### src/rtl/irq_sr_pkg.sv
package irq_sr_pkg;
  localparam int NUM_EVT = 5;
  localparam int REG_W   = 8;

  typedef struct packed {
    logic       srq_en;
    logic       dma_out;
    logic       dma_in;
    logic [3:0] lo_en;   // co, lokc, remc, adsc
  } mask_t;

  function automatic logic [NUM_EVT-1:0] mask_enables(input mask_t m);
    return {m.srq_en, m.lo_en};
  endfunction
endpackage

### src/rtl/isr_read_track.sv
module isr_read_track (
  input  logic clk,
  input  logic rst_n,
  input  logic rd_strobe,
  output logic rd_end
);
  logic rd_prev_q;

  always_ff @(posedge clk) begin
    if (!rst_n) rd_prev_q <= 1'b0;
    else        rd_prev_q <= rd_strobe;
  end

  assign rd_end = rd_prev_q & ~rd_strobe;

  assert_end_single_R3: assert property (@(posedge clk) disable iff (!rst_n)
    rd_end |=> !rd_end);
endmodule

### src/rtl/isr_evt_bit.sv
module isr_evt_bit (
  input  logic clk,
  input  logic rst_n,
  input  logic rd_strobe,
  input  logic rd_end,
  input  logic evt,
  output logic stat_q
);
  logic pend_q;

  always_ff @(posedge clk) begin
    if (!rst_n) begin
      stat_q <= 1'b0;
      pend_q <= 1'b0;
    end else if (rd_strobe) begin
      pend_q <= pend_q | evt;
    end else if (rd_end) begin
      stat_q <= pend_q | evt;
      pend_q <= 1'b0;
    end else begin
      stat_q <= stat_q | evt;
    end
  end

  assert_hold_in_read_R4: assert property (@(posedge clk) disable iff (!rst_n)
    rd_strobe |=> stat_q == $past(stat_q));
  assert_pend_capture_R4: assert property (@(posedge clk) disable iff (!rst_n)
    (rd_strobe && evt) |=> pend_q);
  assert_pend_applied_R4: assert property (@(posedge clk) disable iff (!rst_n)
    (rd_end && pend_q) |=> stat_q);
  assert_clear_on_read_R3: assert property (@(posedge clk) disable iff (!rst_n)
    (rd_end && !pend_q && !evt) |=> !stat_q);
  assert_set_idle_R2: assert property (@(posedge clk) disable iff (!rst_n)
    (!rd_strobe && !rd_end && evt) |=> stat_q);
endmodule

### src/rtl/isr_mask_reg.sv
module isr_mask_reg
  import irq_sr_pkg::*;
(
  input  logic             clk,
  input  logic             rst_n,
  input  logic             wr_en,
  input  logic [REG_W-1:0] wr_data,
  output mask_t            mask_q
);
  logic unused_rsvd;
  assign unused_rsvd = wr_data[REG_W-1];

  always_ff @(posedge clk) begin
    if (!rst_n)     mask_q <= '0;
    else if (wr_en) mask_q <= mask_t'(wr_data[REG_W-2:0]);
  end

  assert_dma_load_R7: assert property (@(posedge clk) disable iff (!rst_n)
    wr_en |=> (mask_q.dma_out == $past(wr_data[5])) && (mask_q.dma_in == $past(wr_data[4])));
  assert_hold_nowr_R7: assert property (@(posedge clk) disable iff (!rst_n)
    !wr_en |=> $stable(mask_q));
endmodule

### src/rtl/irq_stat_mask_reg.sv
module irq_stat_mask_reg
  import irq_sr_pkg::*;
#(
  parameter int PEER_W = 8
) (
  input  logic              clk,
  input  logic              rst_n,
  input  logic              rd_strobe,
  input  logic              wr_en,
  input  logic [REG_W-1:0]  wr_data,
  output logic [REG_W-1:0]  rd_data,
  input  logic [NUM_EVT-1:0] evt_pulse,
  input  logic              lok_state,
  input  logic              rem_state,
  input  logic [PEER_W-1:0] peer_irq_vec,
  output logic              dma_out_en,
  output logic              dma_in_en,
  output logic              irq_out
);
  logic              rd_end;
  logic [NUM_EVT-1:0] stat;
  mask_t             mask_q;
  logic [NUM_EVT-1:0] en;

  isr_read_track u_track (
    .clk(clk), .rst_n(rst_n), .rd_strobe(rd_strobe), .rd_end(rd_end)
  );

  for (genvar i = 0; i < NUM_EVT; i++) begin : g_evt
    isr_evt_bit u_bit (
      .clk(clk), .rst_n(rst_n), .rd_strobe(rd_strobe), .rd_end(rd_end),
      .evt(evt_pulse[i]), .stat_q(stat[i])
    );
  end

  isr_mask_reg u_mask (
    .clk(clk), .rst_n(rst_n), .wr_en(wr_en), .wr_data(wr_data), .mask_q(mask_q)
  );

  assign en         = mask_enables(mask_q);
  assign irq_out    = (|(stat & en)) | (|peer_irq_vec);
  assign dma_out_en = mask_q.dma_out;
  assign dma_in_en  = mask_q.dma_in;
  assign rd_data    = {irq_out, stat[4], lok_state, rem_state, stat[3:0]};

  assert_view_int_R9: assert property (@(posedge clk) disable iff (!rst_n)
    rd_data[7] == irq_out);
  assert_no_irq_idle_R6: assert property (@(posedge clk) disable iff (!rst_n)
    (rd_data[6] == 1'b0 && rd_data[3:0] == 4'h0 && peer_irq_vec == '0) |-> !irq_out);
  assert_live_bits_R8: assert property (@(posedge clk) disable iff (!rst_n)
    (rd_data[5] == lok_state) && (rd_data[4] == rem_state));
endmodule

### config.mk
export PLATFORM = sky130hd
export DESIGN_NAME = irq_stat_mask_reg
export DESIGN_NICKNAME = d
export VERILOG_FILES = /design/src/rtl/irq_sr_pkg.sv /design/src/rtl/isr_read_track.sv /design/src/rtl/isr_evt_bit.sv /design/src/rtl/isr_mask_reg.sv /design/src/rtl/irq_stat_mask_reg.sv
export SDC_FILE = /design/constraint.sdc
export NUM_CORES = 1
export LEC_CHECK = 0
export BUFFER_PORTS_ARGS = -buffer_cell sky130_fd_sc_hd__buf_2
export CELL_PAD_IN_SITES_DETAIL_PLACEMENT = 1
export CELL_PAD_IN_SITES_GLOBAL_PLACEMENT = 1
export CORE_MARGIN = 4
export CORE_UTILIZATION = 29
export CTS_CLUSTER_SIZE = 25
export DETAILED_ROUTE_END_ITERATION = 12
export MAX_ROUTING_LAYER = met4
export PLACE_DENSITY_LB_ADDON = 0.08
export SYNTH_ARGS = -nofsm -noshare
export SYNTH_HDL_FRONTEND = slang
export SYNTH_SLANG_ARGS = --single-unit
### constraint.sdc
create_clock -name clk -period 1.7 [get_ports clk]
set_clock_uncertainty 0.2 [all_clocks]
set_input_delay 0.34 -clock clk [delete_from_list [all_inputs] [get_ports clk]]
set_output_delay 0.34 -clock clk [all_outputs]
set_load 0.02 [all_outputs]
==> key figures <==
Status
  – Status: finished, violations left
  – Failing checks: setup timing

Die
  – Die H: 60.5 um
  – Full die area: 0.00366 sq mm
  – Die X: 60.5 um
  – # rows: 18
  – Core box area: 0.00254 sq mm
  – Num ports: 38
  – Starting density of the core: 31.4%

Pwr
  – Psw: 0.000219 W
  – Combinational share of power: 17.3%
  – VDD IR max: 0.362 mV
  – Pwr dens: 828 mW/mm^2
  – Clk pwr share: 25.9%
  – Sequential share of power: 56.8%
  – Sw Share: 26.5%
  – Internal power: 0.000607 W
  – Static Leak: 0.451 nW

Detailed routing
  – DRT Pass-1 Iters: 4
  – Vias per cell: 4.84
  – Total wire length: 1960 um
  – Detailed-route DRC error count: 0
  – Starting DRT DRC Count: 17
  – Vias: 653
  – Final antenna-violating net count: 0
  – DR WL/cell: 14.5 um

Final layout
  – Antenna cells: 0
  – Share of cells above drive strength 1: 40.0%
  – Reg area: 362 sq um
  – FILL cells: 297
  – Final Cell Area: 998 sq um
  – Final nets: 134
  – Area growth from synthesis to layout: 25.1%
  – Multi-input gate area: 369 sq um

Logic synthesis
  – Syn. warnings: 0
  – Yosys reg bits: 18
  – Top-area cell type share of the netlist area: 45.1%
  – Main synth FF type: dfxtp_1
  – Cell with the most instances after synthesis: dfxtp_1
  – Synth async-reset ratio: 0%
  – Yosys cell types: 19
  – Post-synthesis sequential area ratio: 45.1%
  – Area contributors post-synth: dfxtp_1, mux2i_1, buf_4
  – EDFF count, synth: 0
  – Mean area per synthesized cell: 10.1 sq um
  – Post-synth top area cell: dfxtp_1
  – Mapped cell area: 798 sq um
  – Mapped Cells: 79
  – Syn_nets: 106
  – Most common library cells after synthesis: dfxtp_1, nor2b_1, buf_4, mux2i_1

GRT
  – Total GRT Usage: 12.0%
  – Vias in the first global route: 644
  – Pin count of the biggest net entering global routing: 19
  – Initial antenna violation count: 0
  – First-pass GRT wire length: 3080 um
  – Grt total ovfl: 0

STA
  – Setup violators final: 2
  – Max-slew violation count: 0
  – Hold slack: 104 ps
  – FMAX: 503 MHz
  – Slew @ Worst Pin: 383 ps
  – Crit share post-route: 117%
  – Unrepaired setup endpoints after global routing: yes
  – Relative slew slack: 74.5%
  – Final hold viol count: 0
  – Final Critical Period: 1990 ps
  – Setup tns final: -578 ps
  – Final worst slack: -290 ps

Clock network
  – Clock sink count: 18
  – Cts hold-fix bufs: 0
  – H-tree depth: 1
  – Post-CTS Setup Bufs: 0
  – Clock Tree Root: clkbuf_4
  – Cts bufs inserted: 3
  – Clock buffer depth: 2
  – Clock latency at the later pin of the worst-skew pair: 290 ps
  – CTS tree: done
  – Reg clk slew, reported paths: 100 ps

Worst setup path
  – Cell repeated most along the worst path: buf_6
  – Reg2reg end: g_evt[3].u_bit.stat_q$_SDFFE_PN0N_
  – Critical path buffers and inverters: 2
  – R2r worst-path depth: 2
  – CP required: 1160 ps
  – Critical path cell sequence: buf_6, or4_4, a221oi_2, nand3_2, buf_6
  – CP delay by family, top: simple AND/OR/NAND/NOR gates
  – R2R setup slack: 490 ps
  – Worst setup SP type: input pin
  – CP startpoint: peer_irq_vec[3]
  – Worst endpoint data arrival time: 1450 ps
  – CP Max Fanout: 2
  – Slowest-stage cell, CP: or4_4
  – CP endpoint kind: output port
  – Largest stage delay, worst path: 520 ps
  – WS Path Type: input pin to output port
  – R2R Path Start: u_track.rd_prev_q$_SDFF_PN0_

Placed design
  – Gpl congestion: 0.640
  – Dpl hpwl: 1460 um
  – Dpl cell area: 950 sq um
  – Input/output buffers: 32
  – DP Worst Slack: -291 ps

Min path
  – Hold Path Class: input pin to flop
  – Min-delay src: wr_data[5]
  – Worst hold path depth: 3
  – Hold EP: u_mask.mask_q[5]$_SDFFE_PN0P_

Job
  – MaxCap Viol Count: 0
==> metrics by stage <==
| step | power (W) | util (%) | instances |
|---|---|---|---|
| 2_1_floorplan | 0.000576 | - | 79 |
| 3_3_place_gp | 0.000617 | 37.3 | 132 |
| 3_5_place_dp | 0.000621 | 37.3 | 132 |
| 4_1_cts | 0.000840 | 38.9 | 135 |
| 5_1_grt | 0.000881 | 39.2 | 135 |
| 6_report | 0.000827 | 39.2 | 135 |
==> metal layers <==
metal	vias to the layer above	GRT usage [%]	wire [um]
met2	21	18.1	904
met1	302	14.7	878
met3	4	3.62	154
met5	-	-	0
met4	0	5.57	21
li1	326	-	-
==> repair_timing <==
action                     in CTS  in global routing
pin swaps                       1                  3
resized for setup               5                  2
cloned                          0                  0
setup endpoints to repair       2                  2
==> worst reg2reg max path, stage by stage, from the launching register on <==
cell and delay [ps]:
dfxtp_1 340, nand2b_1 190, o311a_1 370
==> flip-flops by register name (all words and copies together), names as in the netlist <==
register            count
u_mask.mask_q           7
g_evt.u_bit.pend_q      5
g_evt.u_bit.stat_q      5
u_track.rd_prev_q       1
==> layout make-up <==
class	instances	area share, %
timing repair buffer	35	20.8
sequential	18	36.2
multi-input combinational	49	37.0
tap	30	3.76
clock buffer	3	2.26
==> kinds of logic after synthesis <==
kind of cell,count (synthesis),share of synthesized area [%]
flops,18,45.1
buf+inv,12,9.72
simple gates,22,15.7
mux,7,8.78
compound gates,20,20.7
==> power groups by stage <==
stage / Clock, W / Sequential [W] / Combinational [W]
global placement: 0 / 0.000479 / 0.000137
detailed placement: 0 / 0.000479 / 0.000142
CTS: 0.000226 / 0.000470 / 0.000144
floorplan: 0 / 0.000478 / 0.0000982
global route: 0.000248 / 0.000475 / 0.000159
finish: 0.000214 / 0.000470 / 0.000143
==> cells in the final DEF (no fill, tap or decap) <==
| cell | Yosys | layout |
|---|---|---|
| mux2i_1 | 7 | 7 |
| nor4_1 | 1 | 1 |
| nor2_1 | 5 | 5 |
| dfxtp_1 | 18 | 17 |
| nand3_2 | 0 | 1 |
| dfxtp_2 | 0 | 1 |
| o311a_1 | 5 | 5 |
| a221oi_2 | 1 | 1 |
| buf_4 | 8 | 3 |
| buf_6 | 0 | 4 |
| a222oi_1 | 1 | 1 |
| o21bai_1 | 5 | 5 |
| or4_4 | 0 | 1 |
| a21boi_0 | 3 | 3 |
| nand2b_1 | 4 | 4 |
| a22oi_1 | 2 | 2 |
| nor2b_1 | 9 | 9 |
| o21ai_0 | 3 | 3 |
| buf_2 | 2 | 28 |
| clkbuf_4 | 0 | 3 |
| and2_1 | 1 | 1 |
==> worst max path at each step <==
stage	cells after the start	slack (ps)	endpoint
2_1_floorplan	4	-250	rd_data[7]
3_3_place_gp	5	-270	irq_out
3_5_place_dp	5	-290	rd_data[7]
4_1_cts	5	-290	rd_data[7]
5_1_grt	5	-320	rd_data[7]
6_report	5	-290	rd_data[7]
Note: power is estimated with default switching activity, not from simulation.
